## src/rtl/blkrd_pkg.sv

```systemverilog
package blkrd_pkg;

  typedef enum logic [2:0] {
    ST_IDLE,
    ST_ADDR,
    ST_WAIT,
    ST_BEAT,
    ST_GAP,
    ST_TAIL,
    ST_DONE
  } blkrdState_t;

  // strobes from control to datapath
  typedef struct packed {
    logic loadReq;
    logic beatAdv;
  } blkrdStrobe_t;

endpackage

```

## src/rtl/blkrd_ctrl.sv

```systemverilog
module blkrd_ctrl
  import blkrd_pkg::*;
#(
  parameter int FIRST_LAT   = 40,
  parameter int LATER_LAT   = 4,
  parameter int IDLE_GAP    = 2,
  parameter int BUS_W       = 64,
  parameter int WORD_W      = 32,
  parameter int GROUP_WORDS = 4,
  parameter int MAX_WORDS   = 16,
  parameter int LEN_W       = $clog2(MAX_WORDS + 1)
) (
  input  logic             clk,
  input  logic             rstN,
  input  logic             reqValid,
  input  logic [LEN_W-1:0] reqLen,
  output logic             busy,
  output logic             reqErr,
  output logic             busAddrValid,
  output logic             beatValid,
  output logic             done,
  output blkrdStrobe_t     strobe
);

  localparam int WORDS_PER_BEAT = BUS_W / WORD_W;
  localparam int BEATS_PER_GRP  = GROUP_WORDS / WORDS_PER_BEAT;
  localparam int SEND_WINDOW    = BEATS_PER_GRP + IDLE_GAP;
  localparam int GRP_PERIOD     = (LATER_LAT > SEND_WINDOW) ? LATER_LAT : SEND_WINDOW;
  localparam int CNT_W          = $clog2(FIRST_LAT + GRP_PERIOD + IDLE_GAP + 1);

  blkrdState_t        state;
  logic [CNT_W-1:0]   cnt;
  logic [LEN_W-1:0]   grpLeft;
  logic               lenOk;

  always_comb begin
    lenOk = (reqLen % LEN_W'(GROUP_WORDS) == '0) &&
            (reqLen >= LEN_W'(GROUP_WORDS)) &&
            (reqLen <= LEN_W'(MAX_WORDS));
  end

  always_ff @(posedge clk) begin
    if (!rstN) begin
      state   <= ST_IDLE;
      cnt     <= '0;
      grpLeft <= '0;
      reqErr  <= 1'b0;
    end else begin
      reqErr <= 1'b0;
      unique case (state)
        ST_IDLE: begin
          if (reqValid) begin
            if (lenOk) begin
              state   <= ST_ADDR;
              grpLeft <= reqLen / LEN_W'(GROUP_WORDS);
            end else begin
              reqErr <= 1'b1;
            end
          end
        end
        ST_ADDR: begin
          state <= ST_WAIT;
          cnt   <= CNT_W'(FIRST_LAT - 1);
        end
        ST_WAIT: begin
          if (cnt == '0) begin
            state <= ST_BEAT;
            cnt   <= CNT_W'(BEATS_PER_GRP - 1);
          end else begin
            cnt <= cnt - 1'b1;
          end
        end
        ST_BEAT: begin
          if (cnt == '0) begin
            grpLeft <= grpLeft - 1'b1;
            if (grpLeft == LEN_W'(1)) begin
              state <= ST_TAIL;
              cnt   <= CNT_W'(IDLE_GAP - 1);
            end else begin
              state <= ST_GAP;
              cnt   <= CNT_W'(GRP_PERIOD - BEATS_PER_GRP - 1);
            end
          end else begin
            cnt <= cnt - 1'b1;
          end
        end
        ST_GAP: begin
          if (cnt == '0) begin
            state <= ST_BEAT;
            cnt   <= CNT_W'(BEATS_PER_GRP - 1);
          end else begin
            cnt <= cnt - 1'b1;
          end
        end
        ST_TAIL: begin
          if (cnt == '0) state <= ST_DONE;
          else           cnt   <= cnt - 1'b1;
        end
        ST_DONE: state <= ST_IDLE;
        default: state <= ST_IDLE;
      endcase
    end
  end

  always_comb begin
    busy           = (state != ST_IDLE);
    busAddrValid   = (state == ST_ADDR);
    beatValid      = (state == ST_BEAT);
    done           = (state == ST_DONE);
    strobe.loadReq = (state == ST_IDLE) && reqValid && lenOk;
    strobe.beatAdv = (state == ST_BEAT);
  end

  // address never held for two cycles
  p_addr_once_r2: assert property (@(posedge clk) disable iff (!rstN)
    busAddrValid |=> !busAddrValid);

  // beats arrive in pairs
  p_beat_pair_r5: assert property (@(posedge clk) disable iff (!rstN)
    $rose(beatValid) |=> beatValid);

  // never three beats in a row
  p_beat_max_r5: assert property (@(posedge clk) disable iff (!rstN)
    (beatValid && $past(beatValid)) |=> !beatValid);

  // done is a single pulse ending the busy period
  p_done_pulse_r7: assert property (@(posedge clk) disable iff (!rstN)
    done |=> (!done && !busy));

  // an error flag never accompanies a started transfer
  p_err_nostart_r3: assert property (@(posedge clk) disable iff (!rstN)
    reqErr |-> !busy);

endmodule

```

## src/rtl/blkrd_datapath.sv

```systemverilog
module blkrd_datapath
  import blkrd_pkg::*;
#(
  parameter int ADDR_W = 32,
  parameter int BUS_W  = 64,
  parameter int WORD_W = 32
) (
  input  logic              clk,
  input  logic              rstN,
  input  blkrdStrobe_t      strobe,
  input  logic [ADDR_W-1:0] reqAddr,
  input  logic [BUS_W-1:0]  memRdData,
  output logic [ADDR_W-1:0] busAddr,
  output logic [ADDR_W-1:0] memRdAddr,
  output logic [BUS_W-1:0]  beatData
);

  localparam int WORDS_PER_BEAT = BUS_W / WORD_W;

  logic [ADDR_W-1:0] addrReg;
  logic [ADDR_W-1:0] rdPtr;

  always_ff @(posedge clk) begin
    if (!rstN) begin
      addrReg <= '0;
      rdPtr   <= '0;
    end else if (strobe.loadReq) begin
      addrReg <= reqAddr;
      rdPtr   <= reqAddr;
    end else if (strobe.beatAdv) begin
      rdPtr <= rdPtr + ADDR_W'(WORDS_PER_BEAT);
    end
  end

  always_comb begin
    busAddr   = addrReg;
    memRdAddr = rdPtr;
    beatData  = strobe.beatAdv ? memRdData : '0;
  end

  // read pointer steps by one beat's worth of words
  p_ptr_step_r5: assert property (@(posedge clk) disable iff (!rstN)
    strobe.beatAdv |=> (rdPtr == $past(rdPtr) + ADDR_W'(WORDS_PER_BEAT)));

  // captured address holds until the next accepted request
  p_addr_hold_r2: assert property (@(posedge clk) disable iff (!rstN)
    !strobe.loadReq |=> $stable(addrReg));

endmodule

```

## src/rtl/blkrd_engine.sv

```systemverilog
module blkrd_engine
  import blkrd_pkg::*;
#(
  parameter int ADDR_W      = 32,
  parameter int BUS_W       = 64,
  parameter int WORD_W      = 32,
  parameter int GROUP_WORDS = 4,
  parameter int MAX_WORDS   = 16,
  parameter int FIRST_LAT   = 40,
  parameter int LATER_LAT   = 4,
  parameter int IDLE_GAP    = 2,
  parameter int LEN_W       = $clog2(MAX_WORDS + 1)
) (
  input  logic              clk,
  input  logic              rstN,
  input  logic              reqValid,
  input  logic [ADDR_W-1:0] reqAddr,
  input  logic [LEN_W-1:0]  reqLen,
  output logic              busy,
  output logic              reqErr,
  output logic              busAddrValid,
  output logic [ADDR_W-1:0] busAddr,
  output logic [ADDR_W-1:0] memRdAddr,
  input  logic [BUS_W-1:0]  memRdData,
  output logic              beatValid,
  output logic [BUS_W-1:0]  beatData,
  output logic              done
);

  blkrdStrobe_t strobe;

  blkrd_ctrl #(
    .FIRST_LAT  (FIRST_LAT),
    .LATER_LAT  (LATER_LAT),
    .IDLE_GAP   (IDLE_GAP),
    .BUS_W      (BUS_W),
    .WORD_W     (WORD_W),
    .GROUP_WORDS(GROUP_WORDS),
    .MAX_WORDS  (MAX_WORDS),
    .LEN_W      (LEN_W)
  ) u_ctrl (
    .clk         (clk),
    .rstN        (rstN),
    .reqValid    (reqValid),
    .reqLen      (reqLen),
    .busy        (busy),
    .reqErr      (reqErr),
    .busAddrValid(busAddrValid),
    .beatValid   (beatValid),
    .done        (done),
    .strobe      (strobe)
  );

  blkrd_datapath #(
    .ADDR_W(ADDR_W),
    .BUS_W (BUS_W),
    .WORD_W(WORD_W)
  ) u_dp (
    .clk      (clk),
    .rstN     (rstN),
    .strobe   (strobe),
    .reqAddr  (reqAddr),
    .memRdData(memRdData),
    .busAddr  (busAddr),
    .memRdAddr(memRdAddr),
    .beatData (beatData)
  );

endmodule

```

## config.mk

```make
export PLATFORM = sky130hd
export DESIGN_NAME = blkrd_engine
export DESIGN_NICKNAME = d
export VERILOG_FILES = /design/src/rtl/blkrd_pkg.sv /design/src/rtl/blkrd_ctrl.sv /design/src/rtl/blkrd_datapath.sv /design/src/rtl/blkrd_engine.sv
export SDC_FILE = /design/constraint.sdc
export NUM_CORES = 1
export LEC_CHECK = 0
export BUFFER_PORTS_ARGS = -buffer_cell sky130_fd_sc_hd__buf_2
export CORE_MARGIN = 10
export CORE_UTILIZATION = 40
export DETAILED_ROUTE_END_ITERATION = 7
export PLACE_DENSITY = 0.74
export SYNTH_ARGS = -nofsm -noshare
export SYNTH_HDL_FRONTEND = slang
export SYNTH_SLANG_ARGS = --single-unit
```

## constraint.sdc

```tcl
create_clock -name clk -period 2.1 [get_ports clk]
set_clock_uncertainty 0.15 [all_clocks]
set_input_delay 0.42 -clock clk [delete_from_list [all_inputs] [get_ports clk]]
set_output_delay 0.42 -clock clk [all_outputs]
set_load 0.005 [all_outputs]
```

== After elaboration in Yosys (flattened, before gate mapping) ==
Index checks and enable logic that the tools add are counted.

* Add/subtract/negate cells: 3
* Multiply operators: 0
* Divide/modulo/power cells: 0
* Order comparisons: 2
* Equality and inequality tests: 13
* Shifts and indexed selects: 0
* Multiplexer cells: 18
* Bitwise operators: 0
* Reductions and logical operators: 17

{| class="wikitable"
|+ Operators by type and width
! cell !! number
|-
| 2-to-1 mux 32 bit || 2
|-
| 2-to-1 mux 64 bit || 1
|-
| adder 32 x 2 -> 32 bit, second input constant || 1
|-
| case mux 6 bit (3 select lines) || 1
|-
| 2-to-1 mux 3 bit || 5
|-
| 2-to-1 mux 5 bit || 3
|-
| case mux 3 bit (5 select lines) || 1
|-
| 2-to-1 mux 6 bit || 2
|-
| case mux 5 bit (2 select lines) || 1
|-
| equality test 3 bit, second input constant || 3
|-
| != test 2 x 1 -> 1 bit, second input constant || 4
|-
| equality test 3 x 2 -> 1 bit, second input constant || 2
|-
| zero test 6 bit || 1
|-
| nonzero test 3 bit || 2
|-
| subtractor 6 x 1 -> 6 bit, second input constant || 1
|-
| equality test 5 x 1 -> 1 bit, second input constant || 1
|-
| greater-or-equal comparator 5 x 3 -> 1 bit, second input constant || 1
|-
| less-or-equal comparator 5 bit, second input constant || 1
|-
| zero test 5 bit || 1
|-
| AND reduction 5 bit || 1
|-
| subtractor 5 x 1 -> 5 bit, second input constant || 1
|-
| logical AND 1 bit || 4
|-
| != test 2 bit, second input constant || 2
|-
| AND reduction 4 bit || 1
|-
| other kinds (8) || 10
|}

* Register bits: 79
* Bits in latches: 0
* Bits in writable memories: 0
* Memory bits (read-only): 0
* Input bits: 104
* Output and inout port bits: 133
* Memories kept: 0

== Logic depth before layout (Yosys ltp) ==
Gate-level depths: netlist of the first run.

* Depth in word-level cells: 6
* Depth in mapped cells: 7
* Gate-level depth less buffers: 7

== Modules after synthesis ==
Synthesis of the first run repeated with hierarchy kept, for this count alone.

* Cells, all modules: 550
* Area, all modules: 4585.6 um^2

{| class="wikitable"
|+ Modules (own cells, without submodules)
! module !! instances !! cells an instance !! area each (um^2) !! sequential area each (um^2)
|-
| blkrd_datapath || 1 || 407 || 3480.8 || 1281.2
|-
| blkrd_ctrl || 1 || 143 || 1104.8 || 300.3
|}

== Worst setup path after synthesis of the first run ==
Ideal clock, no wire load.

* Path kind: reg2out
* From: register u_ctrl.state[2]
* To: output port beatData[25]
* Arrival time: 1378 ps
* Required time: 1530 ps
* Setup slack: 152 ps
* Cell stages (with the launch flop): 7
* Path buffers: 3
* Path through: dfxtp_1 -> buf_6 -> nand3b_4 -> inv_1 -> clkbuf_1 -> clkbuf_1 -> and2_1

* Cells in the longest elaborated chain, start to end: 2

{| class="wikitable"
|+ RTL lines
! what !! RTL line !! source
|-
| start: declaration || blkrd_ctrl.sv:31 || <nowiki>blkrdState_t state;</nowiki>
|-
| start signal: assignment || blkrd_ctrl.sv:44 || <nowiki>state <= ST_IDLE;</nowiki>
|-
| start signal: assignment || blkrd_ctrl.sv:54 || <nowiki>state <= ST_ADDR;</nowiki>
|-
| start signal: assignment || blkrd_ctrl.sv:62 || <nowiki>state <= ST_WAIT;</nowiki>
|-
| equality test 3 x 2 -> 1 bit || blkrd_ctrl.sv:111 || <nowiki>strobe.beatAdv = (state == ST_BEAT);</nowiki>
|-
| 2-to-1 mux 64 bit || blkrd_datapath.sv:38 || <nowiki>beatData = strobe.beatAdv ? memRdData : '0;</nowiki>
|-
| end: declaration || blkrd_engine.sv:26 || <nowiki>output logic [BUS_W-1:0] beatData,</nowiki>
|}

Every way passes these cells.

== Worst setup path in the final report of the first run ==
* From: register u_ctrl.state[2]
* To: output port beatData[23]

The elaborated chain is that of the path after synthesis.

==> results.sh, run 1 <==
export IMPL_avgSynthCellArea_sq_um=7.87
export IMPL_drc=0
export IMPL_hold_viol=0
export IMPL_synth_top_family_by_area="simple AND/OR/NAND/NOR gates"
export IMPL_vdd_drop_max_v=0.000438
export IMPL_tns_ps=0
export IMPL_cts_clk_slew_worst_paths_ps=90
export IMPL_cts_tree="yes"
export IMPL_async_flop_share_pct=0
export IMPL_clk_path_buf_depth=2
export IMPL_path_max_fanout=46
export IMPL_max_slew_margin_pct=69.0
export IMPL_cts_max_level=3
export IMPL_synth_compound_area_share_pct=16.9
export IMPL_insertion_delay_ps=350
export IMPL_slowest_delay_ps=340
export IMPL_status="complete, no violations"
export IMPL_synthAdderAreaFrac_pct=1.52
export IMPL_synth_edf_count=0
export IMPL_via_per_inst=5.08
export IMPL_area_delta_synth_final_pct=40.4
export IMPL_ant_nets=0
export IMPL_grt_max_degree=76
export IMPL_report_final_slew_viol_count=0
export IMPL_netlist_instances=524
export IMPL_synth_ff_type="dfxtp_1"
export IMPL_gp_congestion=0.949
export IMPL_nets=873
export IMPL_drive_gt1_share_pct=38.8
export IMPL_wl_per_cell_um=16.4
export IMPL_maxClockFrequency_ghz=0.500
export IMPL_drt_pass1_iter_count=5
export IMPL_hold_class="in2reg"
export IMPL_yosys_warnings=0
export IMPL_hpwl_um=11800
export IMPL_maxCapViolCount=0
export IMPL_io_buffers=236
export IMPL_grt_pass1_vias=4670
export IMPL_die_area_sq_mm=0.0148
export IMPL_wirelength_um=14900
export IMPL_fin_crit_ps=2000
export IMPL_final_cell_mix="buf_2, nand2_1, dfxtp_1"
export IMPL_die_height_um=122
export IMPL_required_ps=1530
export IMPL_stdcell_area_sq_mm=0.00579
export IMPL_synth_area_mux_share_pct=0.243
export IMPL_initial_utilization_pct=40.5
export IMPL_synth_cell_types=54
export IMPL_netlist_area_sq_mm=0.00413
export IMPL_synth_xor_area_share_pct=5.73
export IMPL_root_buffer="clkbuf_8"
export IMPL_drt_iter0_drc=279
export IMPL_cp_arrival_ps=1430
export IMPL_grt_overflow_total=0
export IMPL_vias=4603
export IMPL_ioPinCount=237
export IMPL_fin_crit_sh_pct=95.2
export IMPL_final_common_cell="buf_2"
export IMPL_cts_num_sinks=79
export IMPL_core_sq_mm=0.0102
export IMPL_row_count=37
export IMPL_power_leakage_nw=2.88
export IMPL_die_x_um=122
export IMPL_cts_buffers=9
export IMPL_cp_slowest_cell="dfxtp_2"
export IMPL_grt_pass1_wl_um=22900
export IMPL_end_kind="output port"
export IMPL_synth_fp_nets=633
export IMPL_grt_setup_unrepaired="no"
export IMPL_crit_chain="nand3b_4 > inv_2 > buf_12 > and2_1 > buf_2"
export IMPL_tightest_slew_ps=462
export IMPL_track_usage_pct=18.9
export IMPL_critPathLaunchType="flop"
export IMPL_antenna_found_initial=1
export IMPL_path_class="reg2out"
export IMPL_yosys_area_share_simple_pct=32.4
export IMPL_setup_violations=0
export IMPL_ys_ff_latch=79
export IMPL_dpl_cell_area_sq_mm=0.00554
export IMPL_ctsHoldBuffers=0
export IMPL_powerDensity_mw_per_mm2=736
export IMPL_synth_seq_area_share_pct=38.3
registers in the layout (all words and copies together) (netlist names):
name	flops
u_dp.busAddr	32
u_dp.memRdAddr	32
u_ctrl.cnt	6
u_ctrl.grpLeft	5
u_ctrl.state	3
u_ctrl.reqErr	1
cell usage after synthesis, drive strengths merged, types with 11 or more instances:
library cell	number	area, sq um
dfxtp	79	1580
inv	11	41.3
a21oi	61	305
nand2	92	345
and2	68	425
o21ai	27	135
nand4	15	100
nor2	17	71.3
xor2	23	201
clkbuf	23	86.3
nand3	12	60.1
through the flow:
step | util [%] | power [W] | setup WS [ps] | instances | hold slack [ps]
final | 56.9 | 0.00427 | 100 | 906 | 162
after CTS | 56.6 | 0.00430 | 16.5 | 904 | 151
after global placement | 54.4 | 0.00309 | 101 | 887 | 290
after detailed placement | 54.4 | 0.00314 | 38.7 | 887 | 296
after floorplan | - | 0.00262 | 152 | 524 | 301
after global routing | 56.9 | 0.00453 | 1.48 | 906 | 157
kinds of logic (layout without fill, tap and decap cells):
group           count (synthesis)  count (layout)
compound gates                121             121
xor+xnor                       27              27
fa+ha+maj                       5               5
buf+inv                        45             290
flops                          79              79
mux                             1               1
other cells                     0               1
simple gates                  246             246
worst max-delay path: cells and delay by family (launching register included):
kind	cells	cell delay [ps]
and+or+nand+nor	2	310
buffers and inverters	3	410
DFF	1	340
repair_timing:
| item | CTS | global route |
|---|---|---|
| setup endpoints to repair | 67 | 57 |
| gates cloned | 0 | 0 |
| pin swaps | 1 | 2 |
| endpoints found under the hold margin | 0 | 0 |
| resized for setup | 4 | 7 |
| setup buffers | 1 | 1 |
layout make-up:
type / instances / area [sq um]
Antenna cell: 1 / 2.50
Inverter: 12 / 45.0
Fill cell: 980 / 4390
Multi-Input combinational cell: 400 / 2370
Sequential cell: 79 / 1590
Clock buffer: 11 / 141
Tap cell: 136 / 170
Clock inverter: 5 / 57.6
Timing Repair Buffer: 262 / 1420
worst paths after layout:
path	startpoint	endpoint	slack, ps	cells past startpoint
setup / recovery	u_ctrl.state[2]	beatData[23]	100	5
hold / removal	reqAddr[22]	u_dp.busAddr[22]	160	3
setup reg to reg	u_dp.memRdAddr[7]	u_dp.memRdAddr[31]	110	5
hold reg to reg	u_dp.busAddr[15]	u_dp.busAddr[15]	310	2
layer usage:
metal | global-route usage (%) | share of wire [%]
met3 | 5.78 | 8.2
met1 | 21.0 | 38
met5 | 0 | 0
met4 | 7.53 | 2.6
met2 | 33.0 | 51
where the power goes:
part	total, W	internal [W]	switching, W
combinational	0.00133	0.000597	0.000730
clock	0.00114	0.000583	0.000560
sequential	0.00180	0.00165	0.000148
total	0.00427	0.00283	0.00144
(Power assumes the default switching activity.)
==> run 2, diff against run 1 <==
--- a/config.mk
+++ b/config.mk
@@ -7,9 +7,9 @@
 export LEC_CHECK = 0
 export BUFFER_PORTS_ARGS = -buffer_cell sky130_fd_sc_hd__buf_2
 export CORE_MARGIN = 10
-export CORE_UTILIZATION = 40
+export CORE_UTILIZATION = 30
 export DETAILED_ROUTE_END_ITERATION = 7
-export PLACE_DENSITY = 0.74
+export PLACE_DENSITY = 0.58
 export SYNTH_ARGS = -nofsm -noshare
 export SYNTH_HDL_FRONTEND = slang
 export SYNTH_SLANG_ARGS = --single-unit
==> results.sh, run 2 (synthesized netlist as in run 1, its figures left out) <==
export IMPL_final_cell_mix="buf_2, nand2_1, dfxtp_1"
export IMPL_nets=889
export IMPL_cpMostUsedCell="buf_6"
export IMPL_critPathLaunchType="flop"
export IMPL_seqCellArea_sq_mm=0.00159
export IMPL_path_depth=6
export IMPL_grt_pass1_wl_um=25300
export IMPL_hold_viol=0
export IMPL_grt_setup_unrepaired="yes"
export IMPL_grt_pass1_vias=4905
export IMPL_cts_max_level=3
export IMPL_status="finished with violations"
export IMPL_io_buffers=236
export IMPL_cts_tree="yes"
export IMPL_dp_cells=931
export IMPL_pwr_share_comb_pct=30.7
export IMPL_ioPinCount=237
export IMPL_hold_class="in2reg"
export IMPL_track_usage_pct=16.8
export IMPL_dpl_cell_area_sq_mm=0.00563
export IMPL_die_x_um=137
export IMPL_drt_iter0_drc=215
export IMPL_clkPwrFrac_pct=32.2
export IMPL_grt_max_degree=36
export IMPL_r2r_end="u_ctrl.grpLeft[1]"
export IMPL_maxClockFrequency_ghz=0.466
export IMPL_grt_overflow_total=0
export IMPL_wl_per_cell_um=17.2
export IMPL_area_delta_synth_final_pct=56.4
export IMPL_crit_chain="nand3b_4 > clkinvlp_4 > buf_6 > buf_16 > and2_4 > buf_6"
export IMPL_r2r_start="u_ctrl.state[2]"
export IMPL_required_ps=1530
export IMPL_root_buffer="clkbuf_16"
export IMPL_path_class="reg2out"
export IMPL_tightest_slew_ps=371
export IMPL_clk_path_buf_depth=2
export IMPL_n_antenna_cell=0
export IMPL_cts_num_sinks=79
export IMPL_die_area_sq_mm=0.0188
export IMPL_drive_gt1_share_pct=45.0
export IMPL_cts_clk_slew_worst_paths_ps=60
export IMPL_crit_start="u_ctrl.state[0]"
export IMPL_cp_slowest_cell="dfxtp_4"
export IMPL_power_leakage_nw=3.08
export IMPL_report_final_slew_viol_count=0
export IMPL_powerDensity_mw_per_mm2=754
export IMPL_final_common_cell="buf_2"
export IMPL_drt_pass1_iter_count=4
export IMPL_ant_nets=0
export IMPL_insertion_delay_ps=340
export IMPL_ctsHoldBuffers=0
export IMPL_vias=4599
export IMPL_multiInputGateArea_sq_mm=0.00247
export IMPL_power_frac_seq_pct=37.1
export IMPL_p_total_w=0.00487
export IMPL_gp_congestion=0.904
export IMPL_stdcell_area_sq_mm=0.00645
export IMPL_vdd_drop_max_v=0.000359
export IMPL_core_sq_mm=0.0133
export IMPL_reg2regPathDepth=8
export IMPL_crit_end="beatData[19]"
export IMPL_end_kind="output port"
export IMPL_via_per_inst=4.79
export IMPL_hpwl_um=12200
export IMPL_row_count=42
export IMPL_setup_violations=26
export IMPL_fin_crit_ps=2150
export IMPL_intPower_w=0.00333
export IMPL_cp_arrival_ps=1580
export IMPL_antenna_found_initial=0
export IMPL_cp_top_family="buffers and inverters"
export IMPL_switching_share_pct=31.5
export IMPL_worst_slack_ps=-46.1
export IMPL_fillers=1324
export IMPL_final_cells=960
export IMPL_drc=0
export IMPL_path_max_fanout=8
export IMPL_initial_utilization_pct=30.9
export IMPL_maxCapViolCount=0
export IMPL_max_slew_margin_pct=75.3
export IMPL_cts_buffers=9
export IMPL_fin_crit_sh_pct=102
export IMPL_path_buf_inv=4
export IMPL_wirelength_um=16500
export IMPL_slowest_delay_ps=370
export IMPL_power_switching_w=0.00153
export IMPL_failed_checks="setup timing"
export IMPL_die_height_um=137
export IMPL_dp_slack_ps=92.1
export IMPL_rrSetupSlack_ps=10
run 2: cell types whose count changed in the layout (fill, tap and decap cells not counted), moves of 4 or more:
cell       before  now
buf_4          22   29
clkbuf_16       0   10
and2_1         67   33
buf_6           0   30
buf_2         236  209
o21ai_0        27   18
and2_4          1   35
o21ai_1         0    8
clkbuf_8       10    2
buf_16          0    4
run 2: worst min-delay path by stage:
stage | startpoint | end | slack, ps | cells past startpoint
2_1_floorplan | u_ctrl.grpLeft[4] | u_ctrl.grpLeft[4] | 300 | 2
3_3_place_gp | u_dp.busAddr[4] | u_dp.busAddr[4] | 290 | 2
3_5_place_dp | u_dp.busAddr[7] | u_dp.busAddr[7] | 290 | 2
4_1_cts | reqAddr[21] | u_dp.busAddr[21] | 170 | 3
5_1_grt | reqAddr[12] | u_dp.busAddr[12] | 180 | 3
6_report | reqAddr[21] | u_dp.busAddr[21] | 180 | 3
run 2: layout make-up:
class	count	area share (%)
Sequential cell	79	24.6
Timing Repair Buffer	278	28.4
Multi-Input combinational cell	400	38.2
Inverter	12	0.756
Clock inverter	3	0.659
Tap cell	176	3.41
Clock buffer	12	3.97
run 2: worst reg2reg max path: cells and delay by family, from the launching register on:
kind	cells	cell delay, ps
buffers and inverters	3	410
AND/OR/NAND/NOR	2	390
AO/OA/AOI/OAI	3	690
flip-flops	1	320
run 2: timing repair:
item                       4_1_cts  5_1_grt
setup endpoints to repair       67       82
gates resized for setup         46       49
cloned                           5        1
pin swaps                       17       14
setup buffers                    7        3
run 2: per-stage QoR:
stage	util (%)	hold slack [ps]	TNS, ps
2_1_floorplan	-	301	0
3_3_place_gp	42.2	290	0
3_5_place_dp	42.2	293	0
4_1_cts	47.2	168	-2420
5_1_grt	48.4	180	-3690
6_report	48.4	177	-904
run 2: power groups by stage:
stage / registers [W] / logic (W) / clock network [W]
2_1_floorplan: 0.00179 / 0.000831 / 0
3_3_place_gp: 0.00182 / 0.00128 / 0
3_5_place_dp: 0.00183 / 0.00131 / 0
4_1_cts: 0.00180 / 0.00145 / 0.00161
5_1_grt: 0.00182 / 0.00167 / 0.00168
6_report: 0.00180 / 0.00149 / 0.00157
run 2: per-layer routing:
metal | vias to the layer above | part of all wire, % | GRT usage, %
met5 | - | 0 | 0
met3 | 14 | 8.0 | 6.81
met1 | 2142 | 41 | 19.3
met2 | 133 | 50 | 28.3
li1 | 2310 | - | -
met4 | 0 | 1.1 | 4.92
==> run 3, diff against run 2 <==
--- a/config.mk
+++ b/config.mk
@@ -7,9 +7,9 @@
 export LEC_CHECK = 0
 export BUFFER_PORTS_ARGS = -buffer_cell sky130_fd_sc_hd__buf_2
 export CORE_MARGIN = 10
-export CORE_UTILIZATION = 30
+export CORE_UTILIZATION = 44
 export DETAILED_ROUTE_END_ITERATION = 7
-export PLACE_DENSITY = 0.58
+export PLACE_DENSITY = 0.8
 export SYNTH_ARGS = -nofsm -noshare
 export SYNTH_HDL_FRONTEND = slang
 export SYNTH_SLANG_ARGS = --single-unit
==> results.sh, run 3 (synthesized netlist as in run 1, its figures left out) <==
export IMPL_cts_tree="yes"
export IMPL_intPower_w=0.00279
export IMPL_drive_gt1_share_pct=38.9
export IMPL_r2r_end="u_ctrl.grpLeft[4]"
export IMPL_io_buffers=236
export IMPL_drc=0
export IMPL_drt_pass1_iter_count=8
export IMPL_path_max_fanout=16
export IMPL_power_leakage_nw=2.88
export IMPL_power_switching_w=0.00147
export IMPL_initial_utilization_pct=44.9
export IMPL_vdd_drop_max_v=0.000522
export IMPL_hold_end="u_dp.busAddr[16]"
export IMPL_powerDensity_mw_per_mm2=735
export IMPL_r2r_start="u_ctrl.cnt[2]"
export IMPL_ant_nets=0
export IMPL_row_count=35
export IMPL_cts_max_level=3
export IMPL_setup_violations=0
export IMPL_grt_overflow_total=0
export IMPL_clk_path_buf_depth=2
export IMPL_final_common_cell="buf_2"
export IMPL_hpwl_um=12100
export IMPL_grt_pass1_vias=4668
export IMPL_stdcell_area_sq_mm=0.00579
export IMPL_clkPwrFrac_pct=26.0
export IMPL_gp_congestion=0.908
export IMPL_critPathLaunchType="flop"
export IMPL_rrSetupSlack_ps=120
export IMPL_tns_ps=0
export IMPL_reg2regPathDepth=5
export IMPL_pwr_share_comb_pct=31.8
export IMPL_fin_crit_sh_pct=97.3
export IMPL_hold_viol=0
export IMPL_grt_pass1_wl_um=23400
export IMPL_status="complete, no violations"
export IMPL_tightest_slew_ps=526
export IMPL_seqCellArea_sq_mm=0.00158
export IMPL_report_final_slew_viol_count=0
export IMPL_fin_crit_ps=2040
export IMPL_wl_per_cell_um=17.4
export IMPL_ioPinCount=237
export IMPL_nets=876
export IMPL_min_from="reqAddr[16]"
export IMPL_min_path_cells=3
export IMPL_die_height_um=117
export IMPL_final_cell_mix="buf_2, nand2_1, dfxtp_1"
export IMPL_cp_arrival_ps=1470
export IMPL_max_slew_margin_pct=64.7
export IMPL_crit_start="u_ctrl.state[2]"
export IMPL_path_class="reg2out"
export IMPL_grt_setup_unrepaired="yes"
export IMPL_maxCapViolCount=0
export IMPL_dpl_cell_area_sq_mm=0.00550
export IMPL_switching_share_pct=34.5
export IMPL_n_antenna_cell=0
export IMPL_drt_iter0_drc=322
export IMPL_die_x_um=117
export IMPL_vias=4656
export IMPL_maxClockFrequency_ghz=0.489
export IMPL_multiInputGateArea_sq_mm=0.00236
export IMPL_grt_max_degree=79
export IMPL_core_sq_mm=0.00920
export IMPL_insertion_delay_ps=350
export IMPL_die_area_sq_mm=0.0137
export IMPL_root_buffer="clkbuf_8"
export IMPL_track_usage_pct=21.3
export IMPL_area_delta_synth_final_pct=40.3
export IMPL_via_per_inst=5.27
export IMPL_cts_clk_slew_worst_paths_ps=80
export IMPL_fillers=835
export IMPL_end_kind="output port"
export IMPL_required_ps=1530
export IMPL_cts_num_sinks=79
export IMPL_power_frac_seq_pct=42.2
export IMPL_antenna_found_initial=0
export IMPL_hold_class="in2reg"
export IMPL_wirelength_um=15400
export IMPL_cts_buffers=9
-- run 3: cell types whose count changed in the layout (fill, tap and decap cells not counted), moves of 2 or more --
cell | before | now
and2_1 | 33 | 67
and2_4 | 35 | 1
buf_6 | 30 | 1
buf_2 | 209 | 237
clkbuf_16 | 10 | 1
o21ai_0 | 18 | 27
o21ai_1 | 8 | 0
buf_4 | 29 | 22
clkbuf_8 | 2 | 9
buf_16 | 4 | 0
clkinv_2 | 1 | 3
-- run 3: worst max-delay path, stage by stage, from the launching register on --
cell and delay, ps:
dfxtp_1 350, nand3b_4 190, inv_6 100, buf_8 140, and2_1 190, buf_2 140
-- run 3: power groups by stage --
stage | Sequential [W] | Clock [W] | Combinational, W
floorplan | 0.00179 | 0 | 0.000831
global placement | 0.00181 | 0 | 0.00126
detailed placement | 0.00182 | 0 | 0.00130
CTS | 0.00179 | 0.00113 | 0.00132
global route | 0.00182 | 0.00119 | 0.00150
finish | 0.00179 | 0.00111 | 0.00135
-- run 3: stage by stage --
stage / cells / setup slack, ps / power (W) / utilization, % / hold WS (ps)
6_report: 883 / 56.4 / 0.00425 / 63.0 / 156
5_1_grt: 883 / -4.25 / 0.00451 / 63.0 / 146
4_1_cts: 879 / 6.00 / 0.00424 / 62.0 / 143
3_5_place_dp: 862 / 35.5 / 0.00312 / 59.8 / 295
3_3_place_gp: 862 / 91.6 / 0.00307 / 59.8 / 290
2_1_floorplan: 524 / 152 / 0.00262 / - / 301
-- run 3: worst max-delay path by stage --
stage                              endpoint  slack [ps]  cells after the start
after floorplan                beatData[25]         150                      6
after detailed placement  u_ctrl.grpLeft[4]          40                      6
after global placement    u_ctrl.grpLeft[4]          90                      6
after CTS                       beatData[4]           6                      5
final                           beatData[4]          60                      5
after global routing            beatData[4]          -4                      5
-- run 3: what timing repair did --
action / 4_1_cts / 5_1_grt
setup endpoints to repair: 67 / 65
gates resized for setup: 6 / 10
setup buffers: 1 / 2
hold buffers: 0 / 0
pin swaps: 0 / 2
cloned: 0 / 2
-- run 3: per-layer routing --
metal / track usage (%) / routed length, um
met1: 22.7 / 5650
met2: 37.5 / 7800
met3: 8.97 / 1590
met4: 6.67 / 351
met5: 0 / 0
-- run 3: cell type report --
cell class	count	area share, %
clock buffer	10	2.20
timing repair buffer	265	25.3
sequential	79	27.4
clock inverter	6	1.06
inverter	12	0.864
tap	111	2.40
multi-input combinational	400	40.8
